File: config.mk
export PLATFORM = sky130hd
export DESIGN_NAME = rst_sequencer
export DESIGN_NICKNAME = d
export VERILOG_FILES = /design/src/rtl/rst_seq_pkg.sv /design/src/rtl/rst_seq_sync.sv /design/src/rtl/rst_seq_ctrl.sv /design/src/rtl/rst_seq_dp.sv /design/src/rtl/rst_sequencer.sv
export SDC_FILE = /design/constraint.sdc
export NUM_CORES = 1
export LEC_CHECK = 0
export BUFFER_PORTS_ARGS = -buffer_cell sky130_fd_sc_hd__buf_2
export CORE_ASPECT_RATIO = 1.75
export CORE_MARGIN = 5
export CORE_UTILIZATION = 45
export CTS_BUF_LIST = sky130_fd_sc_hd__clkbuf_4
export DETAILED_ROUTE_END_ITERATION = 10
export HOLD_SLACK_MARGIN = 0.06
export PLACE_DENSITY = 0.69
export SKIP_CTS_REPAIR_TIMING = 1
export SYNTH_ARGS = -nofsm -noshare
export SYNTH_HDL_FRONTEND = slang
export SYNTH_HIERARCHICAL = 1
export SYNTH_SLANG_ARGS = --single-unit
File: constraint.sdc
create_clock -name clk -period 5.66 [get_ports clk]
set_clock_uncertainty 0.2 [all_clocks]
set_input_delay 1.132 -clock clk [delete_from_list [all_inputs] [get_ports clk]]
set_output_delay 1.132 -clock clk [all_outputs]
set_load 0.005 [all_outputs]
File: src/rtl/rst_seq_pkg.sv
package rst_seq_pkg;

  typedef enum logic [2:0] {
    ST_IDLE   = 3'd0,
    ST_PERIPH = 3'd1,
    ST_POR    = 3'd2,
    ST_FULL   = 3'd3,
    ST_DONE   = 3'd4
  } seqPhase_t;

  typedef struct packed {
    logic clrAll;
    logic relPeriph;
    logic relPor;
    logic relFull;
    logic relStrap;
    logic loadLong;
    logic loadShort;
  } seqStrobe_t;

endpackage

File: src/rtl/rst_seq_sync.sv
module rst_seq_sync #(
  parameter int WIDTH = 1
) (
  input  logic             clk,
  input  logic             rstN,
  input  logic [WIDTH-1:0] asyncIn,
  output logic [WIDTH-1:0] syncOut
);

  logic [WIDTH-1:0] stage1;

  always_ff @(posedge clk or negedge rstN) begin
    if (!rstN) begin
      stage1  <= '0;
      syncOut <= '0;
    end else begin
      stage1  <= asyncIn;
      syncOut <= stage1;
    end
  end

endmodule

File: src/rtl/rst_seq_ctrl.sv
module rst_seq_ctrl
  import rst_seq_pkg::*;
(
  input  logic       clk,
  input  logic       rstN,
  input  logic       powerOk,
  input  logic       timerDone,
  output seqStrobe_t stb,
  output seqPhase_t  phase
);

  seqPhase_t nextPhase;

  always_comb begin
    stb       = '0;
    nextPhase = phase;
    if (!powerOk) begin
      nextPhase  = ST_IDLE;
      stb.clrAll = 1'b1;
    end else begin
      unique case (phase)
        ST_IDLE: begin
          nextPhase     = ST_PERIPH;
          stb.relPeriph = 1'b1;
          stb.loadLong  = 1'b1;
        end
        ST_PERIPH: if (timerDone) begin
          nextPhase    = ST_POR;
          stb.relPor   = 1'b1;
          stb.loadLong = 1'b1;
        end
        ST_POR: if (timerDone) begin
          nextPhase     = ST_FULL;
          stb.relFull   = 1'b1;
          stb.loadShort = 1'b1;
        end
        ST_FULL: if (timerDone) begin
          nextPhase    = ST_DONE;
          stb.relStrap = 1'b1;
        end
        ST_DONE: nextPhase = ST_DONE;
        default: begin
          nextPhase  = ST_IDLE;
          stb.clrAll = 1'b1;
        end
      endcase
    end
  end

  always_ff @(posedge clk or negedge rstN) begin
    if (!rstN) phase <= ST_IDLE;
    else       phase <= nextPhase;
  end

endmodule

File: src/rtl/rst_seq_dp.sv
module rst_seq_dp
  import rst_seq_pkg::*;
#(
  parameter int LONG_CYC  = 50,
  parameter int SHORT_CYC = 10,
  parameter int STRAP_W   = 16
) (
  input  logic               clk,
  input  logic               rstN,
  input  seqStrobe_t         stb,
  input  logic [STRAP_W-1:0] strapVal,
  output logic               timerDone,
  output logic               periphRel,
  output logic               porRel,
  output logic               fullRel,
  output logic               oeOn,
  output logic               doneFlag,
  output logic [STRAP_W-1:0] strapHeld
);

  localparam int MAX_CYC = (LONG_CYC > SHORT_CYC) ? LONG_CYC : SHORT_CYC;
  localparam int TW      = $clog2(MAX_CYC + 1);
  localparam logic [TW-1:0] LONG_LOAD  = TW'(LONG_CYC - 1);
  localparam logic [TW-1:0] SHORT_LOAD = TW'(SHORT_CYC - 1);

  logic [TW-1:0] cnt;

  always_ff @(posedge clk or negedge rstN) begin
    if (!rstN)               cnt <= '0;
    else if (stb.clrAll)     cnt <= '0;
    else if (stb.loadLong)   cnt <= LONG_LOAD;
    else if (stb.loadShort)  cnt <= SHORT_LOAD;
    else if (cnt != '0)      cnt <= cnt - 1'b1;
  end

  assign timerDone = (cnt == '0);

  always_ff @(posedge clk or negedge rstN) begin
    if (!rstN) begin
      periphRel <= 1'b0;
      porRel    <= 1'b0;
      fullRel   <= 1'b0;
      oeOn      <= 1'b0;
      doneFlag  <= 1'b0;
      strapHeld <= '0;
    end else if (stb.clrAll) begin
      periphRel <= 1'b0;
      porRel    <= 1'b0;
      fullRel   <= 1'b0;
      oeOn      <= 1'b0;
      doneFlag  <= 1'b0;
    end else begin
      if (stb.relPeriph) periphRel <= 1'b1;
      if (stb.relPor) begin
        porRel    <= 1'b1;
        oeOn      <= 1'b1;
        strapHeld <= strapVal;
      end
      if (stb.relFull) fullRel <= 1'b1;
      if (stb.relStrap) begin
        oeOn     <= 1'b0;
        doneFlag <= 1'b1;
      end
    end
  end

endmodule

File: src/rtl/rst_sequencer.sv
module rst_sequencer
  import rst_seq_pkg::*;
#(
  parameter int CLK_HZ  = 100_000_000,
  parameter int SIM_DIV = 1,
  parameter int N_RAIL  = 4,
  parameter int N_PROC  = 8,
  parameter int STRAP_W = 16
) (
  input  logic               clk,
  input  logic               rstN,
  input  logic               hostPwrOk,
  input  logic [N_RAIL-1:0]  railGood,
  input  logic [STRAP_W-1:0] strapVal,
  output logic               pcieSwRstN,
  output logic               phyRstN,
  output logic               fabricRstN,
  output logic [N_PROC-1:0]  procRstN,
  output logic               procPorN,
  output logic               procFullRstN,
  output logic [STRAP_W-1:0] strapOut,
  output logic               strapOe,
  output logic               seqDone,
  output logic [2:0]         seqState
);

  localparam int CYC_PER_MS = CLK_HZ / 1000;
  localparam int LONG_RAW   = (5 * CYC_PER_MS) / SIM_DIV;
  localparam int SHORT_RAW  = CYC_PER_MS / SIM_DIV;
  localparam int LONG_CYC   = (LONG_RAW  < 1) ? 1 : LONG_RAW;
  localparam int SHORT_CYC  = (SHORT_RAW < 1) ? 1 : SHORT_RAW;

  logic [N_RAIL:0] syncBits;
  logic            powerOk;
  logic            timerDone;
  logic            periphRel;
  logic            porRel;
  logic            fullRel;
  seqStrobe_t      stb;
  seqPhase_t       phase;

  rst_seq_sync #(.WIDTH(N_RAIL + 1)) u_sync (
    .clk     (clk),
    .rstN    (rstN),
    .asyncIn ({hostPwrOk, railGood}),
    .syncOut (syncBits)
  );

  assign powerOk = syncBits[N_RAIL] & (&syncBits[N_RAIL-1:0]);

  rst_seq_ctrl u_ctrl (
    .clk       (clk),
    .rstN      (rstN),
    .powerOk   (powerOk),
    .timerDone (timerDone),
    .stb       (stb),
    .phase     (phase)
  );

  rst_seq_dp #(
    .LONG_CYC  (LONG_CYC),
    .SHORT_CYC (SHORT_CYC),
    .STRAP_W   (STRAP_W)
  ) u_dp (
    .clk       (clk),
    .rstN      (rstN),
    .stb       (stb),
    .strapVal  (strapVal),
    .timerDone (timerDone),
    .periphRel (periphRel),
    .porRel    (porRel),
    .fullRel   (fullRel),
    .oeOn      (strapOe),
    .doneFlag  (seqDone),
    .strapHeld (strapOut)
  );

  assign pcieSwRstN   = periphRel;
  assign phyRstN      = periphRel;
  assign fabricRstN   = periphRel;
  assign procPorN     = porRel;
  assign procFullRstN = fullRel;
  assign seqState     = phase;

  for (genvar p = 0; p < N_PROC; p++) begin : g_proc
    assign procRstN[p] = periphRel;
  end

endmodule

Yosys cells after proc, flatten, opt, wreduce, memory -nomap -nowiden
Index checks and enable logic that the tools add are counted.
{"block": "totals", "output_inout_bits": 34, "register_bits": 53, "wordCells": 61, "inputBits": 23}
{"block": "classes", "muxes": 28, "bitwise": 2, "reduce_logical": 13, "add_sub_neg": 1, "eq_ne": 7}
{"op": "two-way mux 19 bit", "count": 4}
{"op": "zero test 19 bit", "count": 1}
{"op": "nonzero test 19 bit", "count": 1}
{"op": "subtractor 19 x 1 -> 19 bit (second input constant)", "count": 1}
{"op": "two-way mux 1 bit", "count": 17}
{"op": "one-hot mux 3 bit (5 select lines)", "count": 1}
{"op": "two-way mux 3 bit", "count": 4}
{"op": "inequality test 3 bit (second input constant)", "count": 3}
{"op": "nonzero test 2 bit", "count": 4}
{"op": "== test 3 x 2 -> 1 bit (second input constant)", "count": 2}
{"op": "two-way mux 6 bit", "count": 1}
{"op": "OR reduction 5 bit", "count": 1}
{"op": "AND reduction 4 bit", "count": 1}
{"op": "nonzero test 4 bit", "count": 1}
{"op": "== test 3 x 1 -> 1 bit (second input constant)", "count": 1}
{"op": "== test 3 bit (second input constant)", "count": 1}
{"op": "zero test 3 bit", "count": 1}
{"op": "AND reduction 3 bit", "count": 1}
{"op": "nonzero test 3 bit", "count": 1}
{"op": "one-hot mux 1 bit (2 select lines)", "count": 1}
{"op": "AND reduction 2 bit", "count": 1}
{"op": "AND 1 bit", "count": 1}
{"op": "inverter 1 bit", "count": 1}

Depth between registers and ports, before layout
{"block": "depth", "word_depth": 7, "depth_mapped": 15, "ltp_nobuf": 11}

By module
The synthesis kept the hierarchy.
{"module": "rst_seq_dp", "area_each_um2": 1895.6, "instances": 1, "seq_area_each_um2": 1001.0, "cells_per_inst": 176}
{"module": "rst_seq_sync", "area_each_um2": 250.2, "instances": 1, "seq_area_each_um2": 250.2, "cells_per_inst": 10}
{"module": "rst_seq_ctrl", "area_each_um2": 225.2, "instances": 1, "seq_area_each_um2": 75.1, "cells_per_inst": 25}
{"module": "rst_sequencer", "area_each_um2": 87.6, "instances": 1, "seq_area_each_um2": 0.0, "cells_per_inst": 13}

Worst setup path before layout
Ideal clock, no wire load.
{"block": "synth_path", "path_kind": "flip-flop to flip-flop", "startpoint": "register u_dp.cnt[0]", "endpoint": "register u_dp.strapHeld[10]", "synth_period_minus_slack_ns": 4.185, "setup_time_ns": 0.125, "t_arrival_ns": 3.860, "path_stages_with_launch": 15, "setup_slack_ns": 1.475, "required_ns": 5.335, "path_buffers": 5, "cell_sequence": "dfrtp_1 -> inv_1 -> ha_1 -> or4b_1 -> buf_2 -> or4_4 -> buf_6 -> buf_6 -> nor2_1 -> nand3b_1 -> nor3b_1 -> nor2b_1 -> clkbuf_1 -> clkbuf_1 -> mux2_2"}
{"element": "from (decl)", "line": "rst_seq_dp.sv:26", "text": "logic [TW-1:0] cnt;"}
{"element": "from (signal assigned)", "line": "rst_seq_dp.sv:33", "text": "else if (cnt != '0) cnt <= cnt - 1'b1;"}
{"element": "to (signal assigned)", "line": "rst_seq_dp.sv:57", "text": "strapHeld <= strapVal;"}
{"element": "to (decl)", "line": "rst_seq_dp.sv:18", "text": "output logic [STRAP_W-1:0] strapHeld"}

==> flow_results.xml <==
<?xml version="1.0" encoding="UTF-8"?>
<metrics>
  <group name="grt">
    <metric name="antenna_found_initial" unit="">0</metric>
    <metric name="first_global_vias" unit="">1900</metric>
    <metric name="grt_start_max_net_pins" unit="">54</metric>
    <metric name="grt-ovfl-total" unit="">0</metric>
    <metric name="gr-usage-all-layers" unit="">0.156</metric>
    <metric name="grt_first_pass_wirelength" unit="mm">8.74</metric>
  </group>
  <group name="power_and_ir_drop">
    <metric name="power_frac_seq" unit="">0.666</metric>
    <metric name="switchingPower" unit="mW">0.135</metric>
    <metric name="switching_fraction" unit="">0.233</metric>
    <metric name="proportion_of_power_drawn_by_the_clock_network" unit="">0.291</metric>
    <metric name="combinationalPowerShare" unit="">0.043</metric>
    <metric name="power.internal" unit="mW">0.442</metric>
    <metric name="ir_worst_vdd" unit="V">0.000163</metric>
    <metric name="cellPowerDensity" unit="nW/um2">209</metric>
    <metric name="power_leakage" unit="nW">1.46</metric>
  </group>
  <group name="status">
    <metric name="outcome" unit="">complete, no violations</metric>
  </group>
  <group name="logic_synthesis">
    <metric name="synthDistinctLibCells" unit="">42</metric>
    <metric name="postSynthAreaPerCell" unit="um2">11.0</metric>
    <metric name="post-synth-top-area-cell" unit="">dfrtp_1</metric>
    <metric name="synth_seq_cells" unit="">53</metric>
    <metric name="number_of_instances_in_the_synthesized_netlist" unit="">224</metric>
    <metric name="syn-num-nets" unit="">248</metric>
    <metric name="yosys_warnings" unit="">6</metric>
    <metric name="synth-main-ff-cell" unit="">dfrtp_1</metric>
    <metric name="synth-edff-count" unit="">0</metric>
    <metric name="netlist.area_leader.share" unit="">0.539</metric>
    <metric name="async_reset_ff_frac" unit="">1.00</metric>
    <metric name="synth_seq_area_share" unit="">0.539</metric>
    <metric name="post_synth_main_area_contributors" unit="">dfrtp_1 (54%), mux2_2 (7.3%), buf_4 (3.7%)</metric>
    <metric name="mappedNetlistArea" unit="um2">2460</metric>
  </group>
  <group name="die">
    <metric name="placementRows" unit="">35</metric>
    <metric name="starting_density_of_the_core" unit="">0.464</metric>
    <metric name="die_y" unit="um">108</metric>
    <metric name="ios" unit="">57</metric>
    <metric name="chipWidth" unit="um">65.9</metric>
    <metric name="core" unit="um2">5300</metric>
    <metric name="floorplan.die_area" unit="um2">7100</metric>
  </group>
  <group name="timing">
    <metric name="hold_violations" unit="">0</metric>
    <metric name="max_freq" unit="MHz">249</metric>
    <metric name="period_minus_slack" unit="ps">4010</metric>
    <metric name="max_slew.worst_pin.slew" unit="ps">649</metric>
    <metric name="setup-violations-final" unit="">0</metric>
    <metric name="setup_tns" unit="ps">0</metric>
    <metric name="timing_max_transition_violations_final" unit="">0</metric>
    <metric name="grt_setup_unrepaired" unit="">no</metric>
    <metric name="max_slew_margin" unit="">0.567</metric>
    <metric name="fin_crit_sh" unit="">0.709</metric>
  </group>
  <group name="layout">
    <metric name="layout-drive-gt1-share" unit="">0.325</metric>
    <metric name="final_core_utilization" unit="">0.520</metric>
    <metric name="finish.net_count" unit="">291</metric>
    <metric name="diode_count" unit="">0</metric>
    <metric name="n_fill_cell" unit="">484</metric>
    <metric name="synthToLayoutAreaGrowth" unit="%">12.2</metric>
  </group>
  <group name="route">
    <metric name="vias" unit="">1827</metric>
    <metric name="drt-vias-per-instance" unit="">5.34</metric>
    <metric name="drt_iter0_markers" unit="">81</metric>
    <metric name="drc_violations" unit="">0</metric>
    <metric name="postRouteWirelength" unit="mm">5.19</metric>
    <metric name="routedWlPerCell" unit="um">15.2</metric>
    <metric name="first_pass_iters" unit="">4</metric>
    <metric name="antenna_left" unit="">0</metric>
  </group>
  <group name="worst_setup_path">
    <metric name="r2r_end" unit="">u_dp/strapHeld[12]$_DFFE_PN0P_</metric>
    <metric name="worstReg2RegStart" unit="">u_dp/cnt[1]$_DFFE_PN0P_</metric>
    <metric name="cp.required" unit="ps">5720</metric>
    <metric name="critical_path.slowest_cell" unit="">or4_4</metric>
    <metric name="endpoint_kind" unit="">register</metric>
    <metric name="worst-path-max-fanout" unit="">16</metric>
    <metric name="r2r.worst_path.cells" unit="">10</metric>
    <metric name="worst-endpoint-arrival" unit="ps">4070</metric>
    <metric name="cpPeakStageDelay" unit="ps">680</metric>
    <metric name="worstSetupStartpointType" unit="">register</metric>
    <metric name="cell_by_cell_listing_of_the_critical_path" unit="">inv_1, ha_1, or4b_1, or4_4, nor2_1, nand3b_1, nor3b_1, nor2b_1, buf_4, mux2_2</metric>
    <metric name="r2r_slack" unit="ps">1650</metric>
    <metric name="crit_type" unit="">reg2reg</metric>
  </group>
  <group name="min_path">
    <metric name="whs_path_depth" unit="">0</metric>
    <metric name="hold_path_startpoint" unit="">u_sync/stage1[3]$_DFF_PN0_</metric>
    <metric name="timing.hold.worst.class" unit="">reg2reg</metric>
    <metric name="hold_end" unit="">u_sync/syncOut[3]$_DFF_PN0_</metric>
  </group>
  <group name="clock_tree">
    <metric name="sink_count" unit="">53</metric>
    <metric name="cts_inserted_buffers" unit="">5</metric>
    <metric name="tritoncts" unit="">built</metric>
    <metric name="clk_latency" unit="ps">360</metric>
    <metric name="root_buffer" unit="">clkbuf_4</metric>
    <metric name="cts_htree_levels" unit="">2</metric>
    <metric name="cts_max_path_buffers" unit="">2</metric>
    <metric name="clkSlewWorstSetupHoldPaths" unit="ps">150</metric>
  </group>
  <group name="run">
    <metric name="cap_violations" unit="">0</metric>
  </group>
  <group name="placement">
    <metric name="detailedPlacementHpwl" unit="mm">3.90</metric>
    <metric name="io_buffer_count" unit="">56</metric>
    <metric name="place_congestion" unit="">0.887</metric>
  </group>
</metrics>
[flip-flops by register name, summed over array words and instances, names as in the netlist]
signal,cells
u_dp/periphRel,1
u_sync/syncOut,5
u_dp/oeOn,1
u_dp/porRel,1
u_dp/strapHeld,16
u_sync/stage1,5
u_ctrl/phase,3
u_dp/cnt,19
u_dp/fullRel,1
u_dp/doneFlag,1
[worst max-delay path: cells and delay by family (launching register included)]
kind	cells	cell delay [ps]
simple gates	6	2380
flops	1	430
mux	1	370
buf+inv	2	350
fa+ha+maj	1	200
[Yosys cell counts (2+ instances only)]
library cell and count:
or4_1 5, nand2_1 9, clkbuf_1 7, nor3_1 10, o31ai_1 3, a31oi_1 4, inv_1 6, buf_6 3
nor4_1 7, a21oi_1 10, a211oi_1 2, or2_2 2, dfrtp_1 53, or3_1 6, xnor2_1 4, o21ai_0 10
mux2i_1 3, nand3_1 2, o211a_1 2, nor2_1 20, nand3b_1 2, nor3b_1 3, nor2b_1 5, buf_4 12
a21o_1 2, mux2_2 16
[area by class of cell]
cell class | instances | area, um2 | share of cell area
inverters | 6 | 22.5 | 0.00817
repair buffers | 59 | 303 | 0.110
multi-input cells | 142 | 955 | 0.346
clock buffers | 5 | 37.5 | 0.0136
flip-flops and latches | 53 | 1330 | 0.481
clock inverters | 3 | 21.3 | 0.00771
well taps | 74 | 92.6 | 0.0336
[through the flow]
step / total power, mW / instances / setup slack (ps) / hold slack (ps) / area, um2
2_1_floorplan: 0.401 / 224 / 1480 / 131 / 2460
3_3_place_gp: 0.416 / 334 / 1730 / 132 / 2700
3_5_place_dp: 0.417 / 334 / 1660 / 136 / 2700
4_1_cts: 0.586 / 342 / 1650 / 170 / 2760
5_1_grt: 0.603 / 342 / 1360 / 175 / 2760
6_report: 0.577 / 342 / 1650 / 166 / 2760
[cell families (layout without fill, tap and decap cells)]
family | after synthesis | in the layout | share of synthesized area
AO/OA/AOI/OAI | 40 | 40 | 0.109
XOR/XNOR | 4 | 4 | 0.0142
adder cells (fa/ha/maj) | 1 | 1 | 0.00509
buffers and inverters | 29 | 73 | 0.0723
flip-flops | 53 | 53 | 0.539
multiplexers | 19 | 19 | 0.0855
AND/OR/NAND/NOR | 78 | 78 | 0.175
[worst max path at each step]
stage,startpoint,end,cells past startpoint
after floorplan,u_dp/cnt[0]$_DFFE_PN0P_,u_dp/strapHeld[10]$_DFFE_PN0P_,14
after global placement,u_dp/cnt[0]$_DFFE_PN0P_,u_dp/strapHeld[5]$_DFFE_PN0P_,10
after detailed placement,u_dp/cnt[1]$_DFFE_PN0P_,u_dp/strapHeld[12]$_DFFE_PN0P_,10
after CTS,u_dp/cnt[1]$_DFFE_PN0P_,u_dp/strapHeld[12]$_DFFE_PN0P_,10
after global routing,u_dp/cnt[1]$_DFFE_PN0P_,u_dp/strapHeld[11]$_DFFE_PN0P_,10
final,u_dp/cnt[1]$_DFFE_PN0P_,u_dp/strapHeld[12]$_DFFE_PN0P_,10
[placed cells by master, fill, tap and decap left out, types with 2 or more instances in the layout]
cell type   n
a21oi_1    10
xnor2_1     4
dfrtp_1    53
a31oi_1     4
buf_4       3
or2_2       2
nor3b_1     3
nor4_1      7
a21o_1      2
nand3b_1    2
nand3_1     2
o21ai_0    10
buf_2      56
or3_1       6
nand2_1     9
mux2i_1     3
or4_1       5
mux2_2     16
nor3_1     10
clkbuf_4    5
nor2_1     20
a211oi_1    2
o31ai_1     3
o211a_1     2
nor2b_1     5
inv_1       6
[metal layers]
metal	vias to the layer above	routed length (um)	share of wire	GRT usage
met4	0	132	0.025	0.0653
li1	879	-	-	-
met3	10	312	0.060	0.0397
met2	68	2770	0.53	0.272
met1	870	1980	0.38	0.176
met5	-	0	0	0
[power by group through the flow]
| stage | combinational (mW) | sequential, mW | clock, mW |
|---|---|---|---|
| 2_1_floorplan | 0.00956 | 0.391 | 0 |
| 3_3_place_gp | 0.0250 | 0.391 | 0 |
| 3_5_place_dp | 0.0254 | 0.392 | 0 |
| 4_1_cts | 0.0255 | 0.384 | 0.176 |
| 5_1_grt | 0.0281 | 0.385 | 0.190 |
| 6_report | 0.0246 | 0.384 | 0.168 |
(Power assumes the default switching activity.)
